===== src/rtl/cid_fsk_pkg.sv =====
package cid_fsk_pkg;

    localparam int LEN_W      = 8;
    localparam int BUF_DEPTH  = 64;
    localparam int BUF_AW     = $clog2(BUF_DEPTH);
    localparam int IDX_W      = BUF_AW + 1;
    localparam int CNT_W      = LEN_W + 2;
    localparam int FRAME_BITS = 10;
    localparam int CHAN_W     = 2;
    localparam int ADDR_W     = 3;

    localparam logic [ADDR_W-1:0] A_SEIZE = 3'd0;
    localparam logic [ADDR_W-1:0] A_MARK  = 3'd1;
    localparam logic [ADDR_W-1:0] A_FLAG  = 3'd2;
    localparam logic [ADDR_W-1:0] A_DLEN  = 3'd3;
    localparam logic [ADDR_W-1:0] A_CTRL  = 3'd4;

    typedef enum logic [2:0] {
        PH_IDLE, PH_SEIZE, PH_MARK, PH_BYTE, PH_FLAG, PH_END
    } phase_e;

    typedef struct packed {
        logic [LEN_W-1:0] seize;
        logic [LEN_W-1:0] mark;
        logic [LEN_W-1:0] flag;
        logic [LEN_W-1:0] dlen;
    } lens_t;

    typedef struct packed {
        logic [CHAN_W-1:0] chan;
        logic              en;
    } ctrl_t;

    function automatic logic [IDX_W-1:0] clamp_len(input logic [LEN_W-1:0] v);
        if (v > LEN_W'(BUF_DEPTH))
            return IDX_W'(BUF_DEPTH);
        return IDX_W'(v);
    endfunction

endpackage


===== src/rtl/cid_cfg_regs.sv =====
module cid_cfg_regs
    import cid_fsk_pkg::*;
(
    input  logic              clk,
    input  logic              rst,
    input  logic              we,
    input  logic [ADDR_W-1:0] addr,
    input  logic [LEN_W-1:0]  wdata,
    output logic [LEN_W-1:0]  rdata,
    output lens_t             lens,
    output ctrl_t             ctrl
);
    always_ff @(posedge clk) begin
        if (rst) begin
            lens <= '0;
            ctrl <= '0;
        end else if (we) begin
            case (addr)
                A_SEIZE: lens.seize <= wdata;
                A_MARK:  lens.mark  <= wdata;
                A_FLAG:  lens.flag  <= wdata;
                A_DLEN:  lens.dlen  <= wdata;
                A_CTRL:  ctrl       <= wdata[$bits(ctrl_t)-1:0];
                default: ;
            endcase
        end
    end

    always_comb begin
        case (addr)
            A_SEIZE: rdata = lens.seize;
            A_MARK:  rdata = lens.mark;
            A_FLAG:  rdata = lens.flag;
            A_DLEN:  rdata = lens.dlen;
            A_CTRL:  rdata = LEN_W'(ctrl);
            default: rdata = '0;
        endcase
    end

    logic unused_hi;
    assign unused_hi = &{1'b0, wdata[LEN_W-1:$bits(ctrl_t)]};

    always_ff @(posedge clk) begin
        if (!rst) begin
            assert_ctrl_upper_zero_R2: assert (addr != A_CTRL || rdata[LEN_W-1:$bits(ctrl_t)] == '0)
                else $error("control readback upper bits not zero");
        end
    end
endmodule


===== src/rtl/cid_msg_buf.sv =====
module cid_msg_buf #(
    parameter int DEPTH = 64,
    parameter int W     = 8,
    localparam int AW   = $clog2(DEPTH)
) (
    input  logic          clk,
    input  logic          we,
    input  logic [AW-1:0] waddr,
    input  logic [W-1:0]  wdata,
    input  logic [AW-1:0] raddr,
    output logic [W-1:0]  rdata
);
    logic [W-1:0] mem [DEPTH];

    always_ff @(posedge clk) begin
        if (we)
            mem[waddr] <= wdata;
    end

    assign rdata = mem[raddr];
endmodule


===== src/rtl/cid_bit_seq.sv =====
module cid_bit_seq
    import cid_fsk_pkg::*;
(
    input  logic              clk,
    input  logic              rst,
    input  logic              en,
    input  logic              start,
    input  logic              tick,
    input  lens_t             lens,
    input  logic [CHAN_W-1:0] chan,
    output logic [BUF_AW-1:0] buf_raddr,
    input  logic [7:0]        buf_rdata,
    output logic              tx_bit,
    output logic              tx_valid,
    output logic              tx_done,
    output logic [CHAN_W-1:0] tx_chan,
    output logic              busy
);
    phase_e            phase, nxt_phase, first_phase;
    logic [CNT_W-1:0]  pos, nxt_pos, pos_inc, phase_len;
    logic [IDX_W-1:0]  byte_idx, nxt_idx, idx_inc;
    logic [CNT_W-1:0]  seize_bits_q;
    logic [LEN_W-1:0]  mark_q, flag_q;
    logic [IDX_W-1:0]  dlen_q, dlen_in;
    logic              cur_bit, last_in_phase;

    assign dlen_in   = clamp_len(lens.dlen);
    assign busy      = (phase != PH_IDLE);
    assign buf_raddr = byte_idx[BUF_AW-1:0];
    assign pos_inc   = pos + 1'b1;
    assign idx_inc   = byte_idx + 1'b1;

    always_comb begin
        if (lens.seize != '0)      first_phase = PH_SEIZE;
        else if (lens.mark != '0)  first_phase = PH_MARK;
        else if (dlen_in != '0)    first_phase = PH_BYTE;
        else                       first_phase = PH_END;
    end

    always_comb begin
        case (phase)
            PH_SEIZE: begin cur_bit = pos[0]; phase_len = seize_bits_q; end
            PH_MARK:  begin cur_bit = 1'b1;   phase_len = CNT_W'(mark_q); end
            PH_FLAG:  begin cur_bit = 1'b1;   phase_len = CNT_W'(flag_q); end
            PH_BYTE: begin
                phase_len = CNT_W'(FRAME_BITS);
                if (pos == '0)
                    cur_bit = 1'b0;
                else if (pos == CNT_W'(FRAME_BITS - 1))
                    cur_bit = 1'b1;
                else
                    cur_bit = buf_rdata[pos[2:0] - 3'd1];
            end
            default: begin cur_bit = 1'b1; phase_len = '0; end
        endcase
    end

    assign last_in_phase = (pos_inc == phase_len);

    always_comb begin
        nxt_phase = phase;
        nxt_pos   = pos_inc;
        nxt_idx   = byte_idx;
        if (last_in_phase) begin
            nxt_pos = '0;
            case (phase)
                PH_SEIZE: nxt_phase = (mark_q != '0) ? PH_MARK
                                    : (dlen_q != '0) ? PH_BYTE : PH_END;
                PH_MARK:  nxt_phase = (dlen_q != '0) ? PH_BYTE : PH_END;
                PH_BYTE: begin
                    nxt_idx   = idx_inc;
                    nxt_phase = (idx_inc == dlen_q) ? PH_END
                              : (flag_q != '0)     ? PH_FLAG : PH_BYTE;
                end
                PH_FLAG:  nxt_phase = PH_BYTE;
                default:  nxt_phase = PH_END;
            endcase
        end
    end

    always_ff @(posedge clk) begin
        if (rst) begin
            phase        <= PH_IDLE;
            pos          <= '0;
            byte_idx     <= '0;
            seize_bits_q <= '0;
            mark_q       <= '0;
            flag_q       <= '0;
            dlen_q       <= '0;
            tx_bit       <= 1'b1;
            tx_valid     <= 1'b0;
            tx_done      <= 1'b0;
            tx_chan      <= '0;
        end else begin
            tx_done <= 1'b0;
            if (!en) begin
                phase    <= PH_IDLE;
                tx_bit   <= 1'b1;
                tx_valid <= 1'b0;
            end else if (phase == PH_IDLE) begin
                if (start) begin
                    phase        <= first_phase;
                    pos          <= '0;
                    byte_idx     <= '0;
                    seize_bits_q <= {lens.seize, 2'b00};
                    mark_q       <= lens.mark;
                    flag_q       <= lens.flag;
                    dlen_q       <= dlen_in;
                    tx_chan      <= chan;
                end
            end else if (tick) begin
                if (phase == PH_END) begin
                    phase    <= PH_IDLE;
                    tx_done  <= 1'b1;
                    tx_valid <= 1'b0;
                    tx_bit   <= 1'b1;
                end else begin
                    tx_bit   <= cur_bit;
                    tx_valid <= 1'b1;
                    phase    <= nxt_phase;
                    pos      <= nxt_pos;
                    byte_idx <= nxt_idx;
                end
            end
        end
    end

    assert_idle_line_R9: assert property (@(posedge clk) disable iff (rst)
        !tx_valid |-> tx_bit);
    assert_done_single_R9: assert property (@(posedge clk) disable iff (rst)
        tx_done |=> !tx_done);
    assert_bit_hold_R9: assert property (@(posedge clk) disable iff (rst)
        (!tick && en && busy) |=> ($stable(tx_bit) && $stable(tx_valid)));
    assert_abort_R10: assert property (@(posedge clk) disable iff (rst)
        !en |=> (!tx_valid && !busy));
    assert_seize_first_zero_R3: assert property (@(posedge clk) disable iff (rst)
        (en && tick && phase == PH_SEIZE && pos == '0) |=> !tx_bit);
    assert_byte_cap_R7: assert property (@(posedge clk) disable iff (rst)
        byte_idx <= IDX_W'(BUF_DEPTH));
    assert_chan_hold_R11: assert property (@(posedge clk) disable iff (rst)
        (busy && en) |=> $stable(tx_chan));
endmodule


===== src/rtl/cid_fsk_seq.sv =====
module cid_fsk_seq
    import cid_fsk_pkg::*;
(
    input  logic              clk,
    input  logic              rst,
    input  logic              cfg_we,
    input  logic [2:0]        cfg_addr,
    input  logic [7:0]        cfg_wdata,
    output logic [7:0]        cfg_rdata,
    input  logic              buf_we,
    input  logic [5:0]        buf_addr,
    input  logic [7:0]        buf_wdata,
    input  logic              start_req,
    input  logic              baud_tick,
    output logic              tx_bit,
    output logic              tx_valid,
    output logic [1:0]        tx_chan,
    output logic              tx_done,
    output logic              busy
);
    lens_t             lens;
    ctrl_t             ctrl;
    logic [BUF_AW-1:0] rd_addr;
    logic [7:0]        rd_byte;

    cid_cfg_regs u_regs (
        .clk   (clk),
        .rst   (rst),
        .we    (cfg_we),
        .addr  (cfg_addr),
        .wdata (cfg_wdata),
        .rdata (cfg_rdata),
        .lens  (lens),
        .ctrl  (ctrl)
    );

    cid_msg_buf #(.DEPTH(BUF_DEPTH), .W(8)) u_buf (
        .clk   (clk),
        .we    (buf_we),
        .waddr (buf_addr),
        .wdata (buf_wdata),
        .raddr (rd_addr),
        .rdata (rd_byte)
    );

    cid_bit_seq u_seq (
        .clk       (clk),
        .rst       (rst),
        .en        (ctrl.en),
        .start     (start_req),
        .tick      (baud_tick),
        .lens      (lens),
        .chan      (ctrl.chan),
        .buf_raddr (rd_addr),
        .buf_rdata (rd_byte),
        .tx_bit    (tx_bit),
        .tx_valid  (tx_valid),
        .tx_done   (tx_done),
        .tx_chan   (tx_chan),
        .busy      (busy)
    );
endmodule


===== config.mk =====
export PLATFORM = sky130hd
export DESIGN_NAME = cid_fsk_seq
export DESIGN_NICKNAME = d
export VERILOG_FILES = /design/src/rtl/cid_fsk_pkg.sv /design/src/rtl/cid_cfg_regs.sv /design/src/rtl/cid_msg_buf.sv /design/src/rtl/cid_bit_seq.sv /design/src/rtl/cid_fsk_seq.sv
export SDC_FILE = /design/constraint.sdc
export NUM_CORES = 1
export LEC_CHECK = 0
export ABC_CLOCK_PERIOD_IN_PS = 3800
export BUFFER_PORTS_ARGS = -buffer_cell sky130_fd_sc_hd__buf_2
export CAP_MARGIN = 0
export CORE_ASPECT_RATIO = 0.8
export CORE_MARGIN = 3
export CORE_UTILIZATION = 55
export CTS_BUF_LIST = sky130_fd_sc_hd__clkbuf_8 sky130_fd_sc_hd__clkbuf_16
export CTS_CLUSTER_DIAMETER = 60
export DETAILED_ROUTE_END_ITERATION = 16
export GPL_TIMING_DRIVEN = 0
export PLACE_DENSITY = 0.71
export SLEW_MARGIN = 20
export SYNTH_ARGS = -nofsm -noshare
export SYNTH_HDL_FRONTEND = slang
export SYNTH_SLANG_ARGS = --single-unit

===== constraint.sdc =====
create_clock -name clk -period 3.8 [get_ports clk]
set_clock_uncertainty 0.2 [all_clocks]
set_input_delay 0.19 -clock clk [delete_from_list [all_inputs] [get_ports clk]]
set_output_delay 0.19 -clock clk [all_outputs]
set_load 0.1 [all_outputs]

==> results.toml <==
[outcome]
status = "complete, no violations"

[power]
leakage_uw = 0.00866
vdd_drop_max_v = 0.000410
p_per_area_nw_per_um2 = 466
power.internal_uw = 10400
seqPwrFrac_pct = 55.4
sw_frac_of_total_pct = 20.7
clock_power_share_pct = 42.1
net-switching-power_uw = 2740
combinationalPowerShare_pct = 2.5

[synth]
synth_area_leaders = "edfxtp_1 (61%), dfxtp_1 (7.7%), mux4_2 (6.3%)"
yosysSeqAreaShare_pct = 68.9
synthArstFlopShare_pct = 0
synth_seq_cells = 609
yosys_warnings = 0
synth.most_common_cell = "edfxtp_1"
synth_cells = 1697
synthFlopType = "edfxtp_1"
synth.top_cells.by_count = "edfxtp_1 (512), nand2_1 (158), mux2i_1 (146)"
yosys.area.top_type = "edfxtp_1"
synth_area_um2 = 25100
avgSynthCellArea_um2 = 14.8
synth_top_area_share_pct = 61.2
yosys.cell_types.count = 68
synth_fp_nets = 1732
synth-edff-count = 512

[grt]
grt_most_used_layer = "met1"
use_met1_pct = 47.4
grtUsageTotal_pct = 30.4
grt_pass1_wl_um = 106000
met2_usage_pct = 42.4
antenna_found_initial = 2
grt_max_degree = 65
grt_pass1_vias = 15331
globalRouteOverflowTotal = 0
met3_usage_pct = 8.96

[clock_network]
root_buffer = "clkbuf_16"
clockBufferDepth = 3
cts.sinks = 609
clkTransAtPathRegs_ns = 0.06
insertion_delay_ns = 0.62
cts_tree = "built"
h-tree-depth = 2
numCtsBuffers = 56

[run]
cap_violations = 0

[die]
dieWidth_um = 245
core_area_um2 = 44800
die_y_um = 197
start_util_pct = 56.1
die_area_um2 = 48300
rows = 69
io_pins = 45

[route]
antenna_left = 0
firstDrtPassIters = 7
wire_per_inst_um = 29.4
wirelength_um = 72500
drt-vias-per-instance = 6.59
drt_iter0_drc = 2716
vias = 16250
route.detailed.drc = 0

[placed_design]
dp_hpwl_um = 48400
placed_cells = 2336
place_congestion = 0.939
io_buffers = 36
preCtsSetupSlack_ns = -0.686

[sta]
hold_slack_ns = 0.0408
worst_slew_pin_slew_ns = 1.10
period_share_pct = 97.9
hold_viol_final = 0
period_minus_slack_ns = 3.72
fin_ws_ns = 0.0779
slew_violations = 0
clock.fmax_mhz = 269
setup_violations = 0
relSlewSlack_pct = 26.5
rsz0062_at_grt = "no"

[setup_path]
cpMostUsedCell = "clkbuf_1"
cp.arrival_ns = 4.03
endpoint_kind = "register"
path_delay_family = "compound AO/OA/AOI/OAI gates"
cp_cell_sequence = "clkbuf_1 -> nand2b_2 -> clkbuf_1 -> o221ai_1 -> o22ai_1 -> o21ai_0 -> nand3_1 -> nor4_1 -> nor3_2 -> a31oi_1"
start_kind = "register"
slowest_stage = "o221ai_1"
slowest_delay_ns = 0.57
worstPathRequired_ns = 4.11
path_max_fanout = 10
critPathKind = "register to register"
cp_num_buf_inv = 2

[finish]
stdcell_count = 2464
regArea_um2 = 17300
multi_input_area_um2 = 7460
n_fill_cell = 3241
fin_nets = 1849
layout-drive-gt1-share_pct = 14.1
antenna_cells = 0
area_delta_synth_final_pct = 12.7

[worst_hold_path]
hp-class = "input pin to register"
[state kept, by name (all words and copies together) (netlist names), named ones only]
signal,cells
u_buf.mem,512
u_regs.ctrl,3
u_regs.lens,32
u_seq.byte_idx,7
u_seq.dlen_q,7
u_seq.flag_q,8
u_seq.mark_q,8
u_seq.phase,3
u_seq.pos,10
u_seq.seize_bits_q,8
u_seq.tx_bit,1
u_seq.tx_chan,2
u_seq.tx_done,1
u_seq.tx_valid,1
[cell usage in the layout (no fill, tap or decap), types with 30 or more instances in the layout]
cell / instances
edfxtp_1: 512
a21oi_1: 102
dfxtp_1: 97
nor2_1: 122
clkbuf_16: 58
mux2i_1: 146
mux4_2: 70
nand2_1: 157
o21ai_0: 42
o221ai_1: 41
clkbuf_1: 58
buf_2: 38
o22ai_1: 30
[power groups by stage]
| stage | logic, uW | registers (uW) | clock network [uW] |
|---|---|---|---|
| detailed placement | 300 | 7440 | 0 |
| global placement | 287 | 7440 | 0 |
| global route | 351 | 7300 | 5860 |
| floorplan | 127 | 7430 | 0 |
| CTS | 314 | 7300 | 5600 |
| finish | 328 | 7300 | 5560 |
[stage by stage]
| step | instance area (um^2) | util (%) | power, uW | TNS (ns) |
|---|---|---|---|---|
| final | 28300 | 63.2 | 13200 | 0 |
| after global routing | 28300 | 63.2 | 13500 | 0 |
| after CTS | 28100 | 62.8 | 13200 | 0 |
| after detailed placement | 26100 | 58.2 | 7740 | -0.686 |
| after global placement | 26100 | 58.2 | 7730 | -0.776 |
| after floorplan | 25100 | - | 7560 | 0 |
[worst register-to-register path, stage by stage (launching register included)]
cell,delay [ns]
dfxtp_1,0.31
clkbuf_1,0.37
nand2b_2,0.27
clkbuf_1,0.47
o221ai_1,0.57
o22ai_1,0.16
o21ai_0,0.39
nand3_1,0.14
nor4_1,0.37
nor3_2,0.13
a31oi_1,0.23
[kinds of logic (layout without fill, tap and decap cells)]
group	Yosys count	count (layout)	synth area share [%]
DFF	609	609	68.9
and+or+nand+nor	434	434	8.11
AOI/OAI and AO/OA	294	294	7.68
muxes	216	216	12.1
buffers and inverters	115	279	1.97
xor gates and xnor gates	25	25	1.04
adders and majority gates	4	4	0.199
[what timing repair did]
| item | CTS | global route |
|---|---|---|
| hold buffers | 19 | 5 |
| endpoints found under the hold margin | 176 | 117 |
| gates resized for setup | 23 | 33 |
| setup endpoints to repair | 1 | 2 |
| pin swaps | 0 | 1 |
| buffers inserted | 0 | 1 |
[area by class of cell]
| type | count | share of cell area (%) |
|---|---|---|
| plain buffers | 105 | 1.81 |
| clock buffers | 58 | 5.12 |
| clock inverters | 47 | 1.24 |
| inverters | 8 | 0.106 |
| multi-input cells | 973 | 26.3 |
| flip-flops and latches | 609 | 61.1 |
| well taps | 603 | 2.66 |
| repair buffers | 61 | 1.58 |
[worst paths after layout]
check / endpoint / cells past startpoint / slack [ns] / from
min: u_regs.lens[24] / 5 / 0.04 / cfg_addr[0]
max: u_seq.tx_bit / 10 / 0.08 / register
min reg2reg: u_seq.tx_chan[0] / 2 / 0.27 / u_seq.tx_chan[0]
max reg2reg: u_seq.tx_bit / 10 / 0.08 / register
[routing by layer]
layer	share of wire (%)	wire length, um
met5	0.037	27
met4	2.1	1500
met3	14	10200
met2	42	30300
met1	42	30400
No activity file was read; power rests on OpenSTA's default activity.
